==> src/rtl/split_timer_pkg.sv <==
package split_timer_pkg;
  localparam logic [7:0] OFF_CNT_LO = 8'h10;
  localparam logic [7:0] OFF_CNT_HI = 8'h14;
  localparam logic [7:0] OFF_PRD_LO = 8'h18;
  localparam logic [7:0] OFF_PRD_HI = 8'h1C;
  localparam logic [7:0] OFF_CTRL   = 8'h20;
  localparam logic [7:0] OFF_GCTL   = 8'h24;

  localparam int unsigned MODE_LSB_LO = 6;
  localparam int unsigned MODE_LSB_HI = 22;
  localparam int unsigned GCTL_W      = 4;
  localparam int unsigned TMODE_LSB   = 2;
  localparam logic [1:0]  TMODE_DUAL  = 2'd1;
  localparam int unsigned NUM_HALVES  = 2;

  typedef enum logic [1:0] {
    EN_OFF  = 2'd0,
    EN_ONCE = 2'd1,
    EN_CONT = 2'd2,
    EN_RSVD = 2'd3
  } en_mode_e;
endpackage

==> src/rtl/split_timer_half.sv <==
module split_timer_half
  import split_timer_pkg::*;
#(
  parameter int unsigned W = 32
) (
  input  logic         clk_i,
  input  logic         rst_ni,
  input  logic         hold_i,
  input  logic         run_i,
  input  logic         tick_i,
  input  logic         cnt_we_i,
  input  logic         prd_we_i,
  input  logic [W-1:0] wdata_i,
  input  logic         mode_we_i,
  input  en_mode_e     mode_wdata_i,
  output logic [W-1:0] cnt_o,
  output logic [W-1:0] prd_o,
  output en_mode_e     mode_o,
  output logic         irq_o
);
  logic [W-1:0] cnt_q, prd_q;
  en_mode_e     mode_q;
  logic         irq_q;
  logic         armed, step, hit;

  assign armed = (mode_q == EN_ONCE) || (mode_q == EN_CONT);
  // a counter write in the same cycle suppresses counting
  assign step  = !hold_i && run_i && tick_i && armed && !cnt_we_i;
  assign hit   = step && (cnt_q == prd_q);

  always_ff @(posedge clk_i or negedge rst_ni) begin
    if (!rst_ni) begin
      cnt_q  <= '0;
      prd_q  <= '0;
      mode_q <= EN_OFF;
      irq_q  <= 1'b0;
    end else begin
      irq_q <= hit;

      if (hold_i)            cnt_q <= '0;
      else if (cnt_we_i)     cnt_q <= wdata_i;
      else if (hit) begin
        if (mode_q == EN_CONT) cnt_q <= '0;
      end
      else if (step)         cnt_q <= cnt_q + W'(1);

      if (prd_we_i) prd_q <= wdata_i;

      if (mode_we_i)                      mode_q <= mode_wdata_i;
      else if (hit && mode_q == EN_ONCE)  mode_q <= EN_OFF;
    end
  end

  assign cnt_o  = cnt_q;
  assign prd_o  = prd_q;
  assign mode_o = mode_q;
  assign irq_o  = irq_q;
endmodule

==> src/rtl/split_timer_bus.sv <==
module split_timer_bus
  import split_timer_pkg::*;
#(
  parameter int unsigned DATA_W = 32,
  parameter int unsigned ADDR_W = 8
) (
  input  logic                                   we_i,
  input  logic [ADDR_W-1:0]                      addr_i,
  input  logic [NUM_HALVES-1:0][DATA_W-1:0]      cnt_i,
  input  logic [NUM_HALVES-1:0][DATA_W-1:0]      prd_i,
  input  en_mode_e [NUM_HALVES-1:0]              mode_i,
  input  logic [GCTL_W-1:0]                      gctl_i,
  output logic [NUM_HALVES-1:0]                  cnt_we_o,
  output logic [NUM_HALVES-1:0]                  prd_we_o,
  output logic                                   ctrl_we_o,
  output logic                                   gctl_we_o,
  output logic [DATA_W-1:0]                      rdata_o
);
  logic sel_cnt_lo, sel_cnt_hi, sel_prd_lo, sel_prd_hi, sel_ctrl, sel_gctl;

  assign sel_cnt_lo = (addr_i == ADDR_W'(OFF_CNT_LO));
  assign sel_cnt_hi = (addr_i == ADDR_W'(OFF_CNT_HI));
  assign sel_prd_lo = (addr_i == ADDR_W'(OFF_PRD_LO));
  assign sel_prd_hi = (addr_i == ADDR_W'(OFF_PRD_HI));
  assign sel_ctrl   = (addr_i == ADDR_W'(OFF_CTRL));
  assign sel_gctl   = (addr_i == ADDR_W'(OFF_GCTL));

  assign cnt_we_o  = {we_i && sel_cnt_hi, we_i && sel_cnt_lo};
  assign prd_we_o  = {we_i && sel_prd_hi, we_i && sel_prd_lo};
  assign ctrl_we_o = we_i && sel_ctrl;
  assign gctl_we_o = we_i && sel_gctl;

  always_comb begin
    rdata_o = '0;
    unique case (1'b1)
      sel_cnt_lo: rdata_o = cnt_i[0];
      sel_cnt_hi: rdata_o = cnt_i[1];
      sel_prd_lo: rdata_o = prd_i[0];
      sel_prd_hi: rdata_o = prd_i[1];
      sel_ctrl: begin
        rdata_o[MODE_LSB_LO +: 2] = mode_i[0];
        rdata_o[MODE_LSB_HI +: 2] = mode_i[1];
      end
      sel_gctl:   rdata_o[GCTL_W-1:0] = gctl_i;
      default:    rdata_o = '0;
    endcase
  end
endmodule

==> src/rtl/split_timer.sv <==
module split_timer
  import split_timer_pkg::*;
#(
  parameter int unsigned DATA_W = 32,
  parameter int unsigned ADDR_W = 8
) (
  input  logic              clk_i,
  input  logic              rst_ni,
  input  logic              tick_i,
  input  logic              we_i,
  input  logic [ADDR_W-1:0] addr_i,
  input  logic [DATA_W-1:0] wdata_i,
  output logic [DATA_W-1:0] rdata_o,
  output logic              irq_lo_o,
  output logic              irq_hi_o
);
  logic [NUM_HALVES-1:0][DATA_W-1:0] cnt_w, prd_w;
  en_mode_e [NUM_HALVES-1:0]         mode_w;
  logic [NUM_HALVES-1:0]             irq_w, cnt_we, prd_we;
  logic                              ctrl_we, gctl_we, run_dual;
  logic [GCTL_W-1:0]                 gctl_q;

  always_ff @(posedge clk_i or negedge rst_ni) begin
    if (!rst_ni)      gctl_q <= '0;
    else if (gctl_we) gctl_q <= wdata_i[GCTL_W-1:0];
  end

  assign run_dual = (gctl_q[TMODE_LSB +: 2] == TMODE_DUAL);

  split_timer_bus #(.DATA_W(DATA_W), .ADDR_W(ADDR_W)) u_bus (
    .we_i      (we_i),
    .addr_i    (addr_i),
    .cnt_i     (cnt_w),
    .prd_i     (prd_w),
    .mode_i    (mode_w),
    .gctl_i    (gctl_q),
    .cnt_we_o  (cnt_we),
    .prd_we_o  (prd_we),
    .ctrl_we_o (ctrl_we),
    .gctl_we_o (gctl_we),
    .rdata_o   (rdata_o)
  );

  for (genvar h = 0; h < NUM_HALVES; h++) begin : g_half
    localparam int unsigned LSB = (h == 0) ? MODE_LSB_LO : MODE_LSB_HI;
    split_timer_half #(.W(DATA_W)) u_half (
      .clk_i        (clk_i),
      .rst_ni       (rst_ni),
      .hold_i       (!gctl_q[h]),
      .run_i        (run_dual),
      .tick_i       (tick_i),
      .cnt_we_i     (cnt_we[h]),
      .prd_we_i     (prd_we[h]),
      .wdata_i      (wdata_i),
      .mode_we_i    (ctrl_we),
      .mode_wdata_i (en_mode_e'(wdata_i[LSB +: 2])),
      .cnt_o        (cnt_w[h]),
      .prd_o        (prd_w[h]),
      .mode_o       (mode_w[h]),
      .irq_o        (irq_w[h])
    );
  end

  assign irq_lo_o = irq_w[0];
  assign irq_hi_o = irq_w[1];
endmodule

==> config.mk <==
export PLATFORM = sky130hd
export DESIGN_NAME = split_timer
export DESIGN_NICKNAME = d
export VERILOG_FILES = /design/src/rtl/split_timer_pkg.sv /design/src/rtl/split_timer_half.sv /design/src/rtl/split_timer_bus.sv /design/src/rtl/split_timer.sv
export SDC_FILE = /design/constraint.sdc
export NUM_CORES = 1
export LEC_CHECK = 0
export BUFFER_PORTS_ARGS = -buffer_cell sky130_fd_sc_hd__buf_2
export CAP_MARGIN = 10
export CELL_PAD_IN_SITES_DETAIL_PLACEMENT = 1
export CELL_PAD_IN_SITES_GLOBAL_PLACEMENT = 1
export CORE_MARGIN = 2
export CORE_UTILIZATION = 25
export CTS_CLUSTER_DIAMETER = 40
export DETAILED_ROUTE_END_ITERATION = 10
export GPL_TIMING_DRIVEN = 0
export HOLD_SLACK_MARGIN = 0.05
export PLACE_DENSITY = 0.6
export RECOVER_POWER = 100
export SKIP_CTS_REPAIR_TIMING = 1
export SYNTH_ARGS = -nofsm -noshare
export SYNTH_HDL_FRONTEND = slang
export SYNTH_SLANG_ARGS = --single-unit
==> constraint.sdc <==
create_clock -name clk_i -period 2.9 [get_ports clk_i]
set_input_delay 0.58 -clock clk_i [delete_from_list [all_inputs] [get_ports clk_i]]
set_output_delay 0.58 -clock clk_i [all_outputs]
set_load 0.02 [all_outputs]
# After elaboration in Yosys (flattened, before gate mapping)
# Cells that the tools add are included.
# word_totals
regBits	138
in_bits	44
wordCells	74
# op_classes
add_sub_neg	2
n_eq_ne	17
mux	20
reduce_logical	26
# op_table
operator	count
$mux 32	10
$add 32x1->32 const B	2
$eq 32x32->1	2
$pmux 14 s4	1
$eq 8x5->1 const B	4
$pmux 8 s4	1
$pmux 2 s5	2
$pmux 4 s5	1
$logic_and 1x1->1	18
$eq 8x6->1 const B	2
$mux 2	4
$ne 4x1->1 const B	2
$ne 4x3->1 const B	2
$pmux 2 s4	1
$eq 2x1->1 const B	3
$eq 2x2->1 const B	2
$reduce_and 2->1	2
$reduce_bool 2->1	2
$logic_not 1->1	2
$logic_or 1x1->1	2

# Longest topological paths before layout
# Gate-level depths: netlist of run 1.
# depth
depth_word	9
mapped_depth	11

# Cells and area by module
# A second synthesis of run 1 with hierarchy kept.
# unflattened
cells_unflattened	962
hier_area_um2	9360.2
# by_module_without_submodules
mod	n_inst	cells_each	area_each_um2	seq_area_each_um2
split_timer_half at g_half[1].u_half	1	404	4041.4	1676.6
split_timer_half at g_half[0].u_half	1	407	3982.6	1676.6
split_timer_bus	1	140	1177.4	0.0
split_timer	1	11	158.9	100.1

# Worst setup path after synthesis of run 1
# OpenSTA, ideal clock, no wires.
# synth_path
kind	input to output
start	input addr_i[7]
end	output rdata_o[10]
arrival_time_ps	2526
required_time_ps	2320
setup_slack_ps	-206
path_stages	8
n_path_buf	3
cell_sequence	or4b_1 > buf_2 > nor4b_4 > and2_1 > buf_4 > clkbuf_1 > a22oi_1 > nand2_1
# synth_via
elab_chain_cells	2
word_cells_on_any_way	5
classes_between	eq/ne (4); mux (1)
# synth_lines
element	line_no	text
start: declaration	split_timer.sv:11	input logic [ADDR_W-1:0] addr_i,
$eq 8x5->1 (on tied branches)	-	
$pmux 14 s4 (*)	split_timer_bus.sv:35	unique case (1'b1)
end: declaration	split_timer.sv:13	output logic [DATA_W-1:0] rdata_o,
# Every way passes the cells marked *; elsewhere a longest branch is shown, timed or not.

# Worst setup path after layout of run 1
# layout_path
start	input addr_i[5]
end	output rdata_o[31]
# layout_via
elab_chain_cells	2
word_cells_on_any_way	5
classes_between	eq/ne (4); mux (1)
# layout_lines
element	line_no
$eq 8x5->1 (on tied branches)	-
$pmux 8 s4 (*)	split_timer_bus.sv:35
# Marked as above.

==> flow_summary.toml, run 1 <==
[outcome]
status = "complete, but fails checks"
violations = "capacitance limit, slew limit, setup timing"

[die]
rows = 70
io_pins = 78
die_w_um = 195.4
fp.dieArea_sq_um = 38160
die_h_um = 195.4
core_sq_um = 36350
start_util_pct = 25.18

[finish]
area_delta_synth_final_pct = 27.34
final_layout_size_suffix_gt1_share_pct = 32.44
multiInputGateArea_sq_um = 5575
seq_area_sq_um = 3460
final_util_pct = 32.07
fillCellCount = 4163
fin_nets = 1153

[yosys]
yosys.area.top_type = "dfrtp_1"
synth-edff-count = 0
avgSynthCellArea_sq_um = 9.191
synth.top_cell.area_share_pct = 37.73
yosysMostFrequentCell = "dfrtp_1"
yosysWarnings = 0
synthCells = 996
synth_seq_cells = 138
ys_top_cells_by_area = "dfrtp_1 38%, mux2_2 8.1%, a22oi_1 4.8%, xor2_1 3.7%, nand2_1 3.7%"
ys.flop_type = "dfrtp_1"
syn_nets = 1046
synthArstFlopShare_pct = 100.0
synth_cell_types = 70
netlist_area_sq_um = 9154
synth_common_cells = "138 x dfrtp_1, 90 x nand2_1, 66 x mux2_2, 59 x a22oi_1, 50 x clkbuf_1"
seq_area_frac_synth_pct = 37.73

[global_route]
grt_overflow = 0
grt_busiest_layer = "met2"
gr-usage-met1_pct = 27.83
use_met2_pct = 35.94
grtUsageMet3_pct = 2.487
grt_pass1_wl_um = 60080
grt_max_degree = 74
antenna_found_initial = 0
grt_pass1_vias = 9019
grt_use_total_pct = 21.23

[detailed_routing]
drt_pass1_iterations = 5
vias_per_cell = 5.660
wl_per_cell_um = 26.10
drt-total-wl_um = 41370
vias = 8971
postRouteAntennaNets = 0
drtIter0Drc = 912
drc = 0

[cts]
clockBufferDepth = 2
numCtsBuffers = 17
insertion_delay_ns = 0.42
h-tree-depth = 4
clock-root-buffer = "clkbuf_16"
path_clk_slew_ns = 0.06
clock_sinks = 138
tritoncts = "yes"

[power]
fin_total_pwr_uw = 4757
irDropWorstVdd_mv = 0.4309
p_per_area_nw_per_um2 = 408.1
p_leak_uw = 0.005046

[timing]
rsz0062_at_grt = "true"
hold_viol = 0
tightest_slew_ns = 2.019
timing.hold.ws_ns = 0.4987
slew-limit-headroom_pct = -34.62
clock.fmax_ghz = 0.3136
finalCriticalPeriod_ns = 3.189
timing.setup.tns_ns = -7.150
setup_ws_ns = -0.2890
fin_crit_sh_pct = 110.0
maxSlewViolCount = 74
worst_clock_skew_ns = 0.01190
setup_violations = 32

[placement]
gp_congestion = 0.8747
pre_cts_slack_ns = -1.084
port_buffers = 77
hpwlAfterDp_um = 31160

[critical_path]
crit_family = "simple AND/OR/NAND/NOR gates"
crit_top_cell = "buf_6"
path_buf_inv = 6
critical-path-max-stage-delay_ns = 0.54
critPathArrivalTime_ns = 2.61
worstPathRequired_ns = 2.32
slowest_stage = "or4b_4"
crit_type = "primary input to output pin"
crit_path_end_kind = "output pin"
cp_max_fo = 7
path_cells = "buf_6, or4b_4, buf_12, nor4b_4, buf_6, and2_4, buf_8, buf_8, a22oi_2, nand2_2, buf_6"
crit_path_start_kind = "primary input"

[worst_hold_path]
hp-class = "primary input to flip-flop"

[flow_run]
drv_cap = 1
## per-stage QoR
stage	instance area, sq um	std cells
after floorplan	9314	996
after CTS	10910	1575
after global routing	11650	1584
after detailed placement	10320	1543
after global placement	10280	1541
final	11660	1585
## final timing paths
check                      slack (ns)                    endpoint  cells after the start                      start
setup / recovery                -0.29                 rdata_o[31]                     11                  addr_i[5]
hold / removal                   0.50  g_half[0].u_half.prd_o[21]                      2                wdata_i[21]
setup reg to reg                 0.05  g_half[1].u_half.cnt_o[13]                      8  g_half[1].u_half.cnt_o[3]
hold reg to reg                  0.54                   gctl_q[2]                      1                  gctl_q[2]
max in group asynchronous        0.31   g_half[1].u_half.cnt_o[0]                      2                     rst_ni
min in group asynchronous        0.71      g_half[0].u_half.irq_o                      1                     rst_ni
## per-layer routing
| layer | share of wire, % | vias to the layer above |
|---|---|---|
| met3 | 5.0 | 68 |
| met1 | 42 | 4637 |
| met5 | 0 | - |
| met4 | 3.7 | 0 |
| met2 | 49 | 322 |
| li1 | - | 3944 |
## layout make-up
cell class	count	share of cell area (%)
clock buffers	21	3.950
diodes	1	0.02147
well taps	468	5.024
repair buffers	109	7.557
inverters	23	0.7407
flip-flops and latches	138	29.68
plain buffers	71	4.154
multi-input cells	743	47.83
clock inverters	11	1.041
## worst register-to-register path: stages (launching register included)
cell     delay (ns)
dfrtp_1        0.37
buf_6          0.15
xnor2_1        0.36
nand4_1        0.23
nor4_4         0.38
nand2_2        0.18
o31ai_1        0.74
a22oi_1        0.16
a21oi_1        0.20
## cell families (layout without fill, tap and decap cells)
kind of cell	after synthesis	in the layout	share of synthesized area, %
compound gates	257	257	19.92
xor+xnor	76	76	7.272
fa+ha+maj	6	6	0.8201
buf+inv	115	235	5.836
flops	138	138	37.73
mux	72	72	8.816
other cells	0	1	0
simple gates	332	332	19.61
## state kept, by name (all words and copies together) (netlist names)
signal,flops
g_half.u_half.cnt_o,64
g_half.u_half.irq_o,2
g_half.u_half.mode_o,4
gctl_q,4
g_half.u_half.prd_o,64
## cell usage in the layout (no fill, tap or decap), types with 13 or more instances in the layout
master and instances:
and3_1 21, mux2_2 66, buf_4 35, xor2_1 39, clkbuf_16 21, xnor2_1 36, nor3_1 28, o21ai_0 22
a22oi_1 39, buf_6 36, nor4_1 17, nor2_1 31, a22oi_2 21, clkbuf_2 13, inv_1 22, nand2_2 25
clkbuf_1 19, a21oi_1 41, o2bb2ai_1 20, buf_2 65, nand2_1 66, nand3_1 40, o22ai_1 29, nand4_1 29
dfrtp_1 133
## report_power, final
group	leakage, uW	total [uW]	switching [uW]	internal, uW
combinational	0.00286	509	326	182
sequential	0.00191	2030	55.0	1970
clock	0.000283	2220	908	1310
Power figures use the tool's default switching activity.
==> inputs of run 2 (changes only) <==
Settings changed: ABC_AREA set to 1, CORE_UTILIZATION 25 to 39, PLACE_DENSITY 0.6 to 0.88.
==> flow_summary.toml, run 2 <==
[timing]
finalCriticalPeriod_ns = 2.955
slew-limit-headroom_pct = -36.78
clock.fmax_ghz = 0.3384
hold_viol = 0
setup_violations = 3
tightest_slew_ns = 2.052
timing.hold.ws_ns = 0.4023
maxSlewViolCount = 72
fin_crit_sh_pct = 101.9
worst_clock_skew_ns = 0.01836
setup_ws_ns = -0.05508
rsz0062_at_grt = "true"

[yosys]
yosys.area.top_type = "dfrtp_1"
ys_top_cells_by_area = "dfrtp_1 32%, nand2_1 23%, inv_1 8.8%, o21ai_0 7.3%, nor2_1 5.5%"
synth_mux_area_share_pct = 0
synthArstFlopShare_pct = 100.0
yosysWarnings = 0
synth_top_family_by_area = "simple AND/OR/NAND/NOR gates"
synth_common_cells = "667 x nand2_1, 253 x inv_1, 156 x nor2_1, 156 x o21ai_0, 138 x dfrtp_1"
synthAdderAreaFrac_pct = 0.6995
synth.top_cell.area_share_pct = 32.18
netlist_area_sq_um = 10730
syn_nets = 1833
ys.flop_type = "dfrtp_1"
synth_cell_types = 38
synth-xor-area-share_pct = 1.877
avgSynthCellArea_sq_um = 6.019
synth-edff-count = 0
synth_compound_area_share_pct = 12.76
synth-simple-area-share_pct = 39.49
seq_area_frac_synth_pct = 32.18
synth_seq_cells = 138
synthCells = 1783
yosysMostFrequentCell = "nand2_1"

[critical_path]
crit_top_cell = "buf_2"
crit_family = "buffers and inverters"
cp_max_fo = 10
crit_path_start_kind = "primary input"
worstPathRequired_ns = 2.32
crit_path_end_kind = "output pin"
critPathArrivalTime_ns = 2.38
crit_type = "primary input to output pin"
path_cells = "buf_2, or2_1, nor2_4, nand2_1, clkbuf_1, o21ai_0, buf_2"
slowest_stage = "o21ai_0"
critical-path-max-stage-delay_ns = 0.53
path_buf_inv = 3

[cts]
insertion_delay_ns = 0.45
h-tree-depth = 4
clock-root-buffer = "clkbuf_16"
clock_sinks = 138
numCtsBuffers = 17
path_clk_slew_ns = 0.06
clockBufferDepth = 2
tritoncts = "yes"

[detailed_routing]
postRouteAntennaNets = 0
vias = 12804
drc = 0
drt_pass1_iterations = 7
drtIter0Drc = 1429
drt-total-wl_um = 48480
vias_per_cell = 5.734
wl_per_cell_um = 21.71

[power]
p_leak_uw = 0.006286
p_per_area_nw_per_um2 = 448.9
irDropWorstVdd_mv = 0.3766

[placement]
hpwlAfterDp_um = 38680
port_buffers = 76
gp_congestion = 1.006

[outcome]
status = "complete, but fails checks"
violations = "capacitance limit, slew limit, setup timing"

[finish]
fin_nets = 1929
area_delta_synth_final_pct = 13.40
fillCellCount = 3716
seq_area_sq_um = 3453
multiInputGateArea_sq_um = 5899
mostFrequentLayoutCells = "666 x nand2_1, 253 x inv_1, 156 x o21ai_0"
final_util_pct = 45.15
final_common_cell = "nand2_1"
antennaDiodeCount = 0
final_layout_size_suffix_gt1_share_pct = 10.57

[die]
start_util_pct = 39.82
fp.dieArea_sq_um = 28860
die_h_um = 169.9
die_w_um = 169.9
core_sq_um = 26950
io_pins = 78
rows = 60

[global_route]
antenna_found_initial = 0
grt_pass1_vias = 12976
grt_overflow = 0
grt_max_degree = 73
grt_pass1_wl_um = 73690
grt_use_total_pct = 33.95

[flow_run]
drv_cap = 1

[worst_hold_path]
hp-class = "primary input to flip-flop"
run 2: changes by cell type after synthesis, moves of 22 or more:
cell	delta
o21ai_0	+134
mux2_2	-66
inv_1	+231
nor2_1	+123
nand4_1	+25
nor4_1	-30
clkbuf_1	-22
nand2_1	+577
nand3_1	+54
xnor2_1	-37
a22oi_1	-59
run 2: report_power, final:
part | internal, uW | switching (uW) | total [uW] | leakage (uW)
Sequential | 2010 | 105 | 2120 | 0.00189
Combinational | 327 | 769 | 1100 | 0.00412
Clock | 1270 | 980 | 2250 | 0.000269
run 2: area by class of cell:
cell class	instances	share of cell area, %
multi-input cells	1302	48.48
well taps	341	3.506
clock inverters	14	1.213
inverters	272	8.390
repair buffers	77	3.331
plain buffers	71	3.177
clock buffers	18	3.527
flip-flops and latches	138	28.38
run 2: stage by stage:
stage               area [sq um]  total power [uW]  TNS, ns  instances  worst slack (ns)
finish                     12170              5463  -0.1216       2233          -0.05508
CTS                        12150              5424  -0.3587       2233           -0.1050
global route               12170              5673  -0.5932       2233           -0.1747
global placement           11540              3153  -126.99       2200           -0.9373
floorplan                  10730              2807        0       1783            0.5394
detailed placement         11570              3206  -0.2377       2201          -0.07105
run 2: layer usage:
| metal | GRT usage [%] | wire length (um) | share of wire, % |
|---|---|---|---|
| met4 | 21.52 | 3325 | 6.9 |
| met3 | 4.977 | 3181 | 6.6 |
| met2 | 56.56 | 22670 | 47 |
| met5 | 0 | 0 | 0 |
| met1 | 41.31 | 19300 | 40 |
run 2: worst min-delay path: cells and delay by family:
kind                   cells  cell delay [ns]
AOI/OAI and AO/OA          1             0.06
buffers and inverters      1             0.11
and+or+nand+nor            1             0.05
run 2: cells by family after synthesis:
logic type / after synthesis
xor gates and xnor gates: 23
AOI/OAI and AO/OA: 255
DFF: 138
buffers and inverters: 343
adders and majority gates: 6
and+or+nand+nor: 1018
run 2: final timing paths:
| check | from | end | slack [ns] | depth (start not counted) |
|---|---|---|---|---|
| setup / recovery | addr_i[7] | rdata_o[14] | -0.06 | 7 |
| hold / removal | wdata_i[3] | gctl_q[3] | 0.40 | 3 |
| setup reg to reg | g_half[0].u_half.mode_o[0] | g_half[0].u_half.mode_o[1] | 0.43 | 13 |
| hold reg to reg | g_half[0].u_half.prd_o[4] | g_half[0].u_half.prd_o[4] | 0.52 | 2 |
| max in group asynchronous | rst_ni | g_half[1].u_half.cnt_o[16] | 0.95 | 1 |
| min in group asynchronous | rst_ni | g_half[0].u_half.cnt_o[20] | 0.70 | 1 |
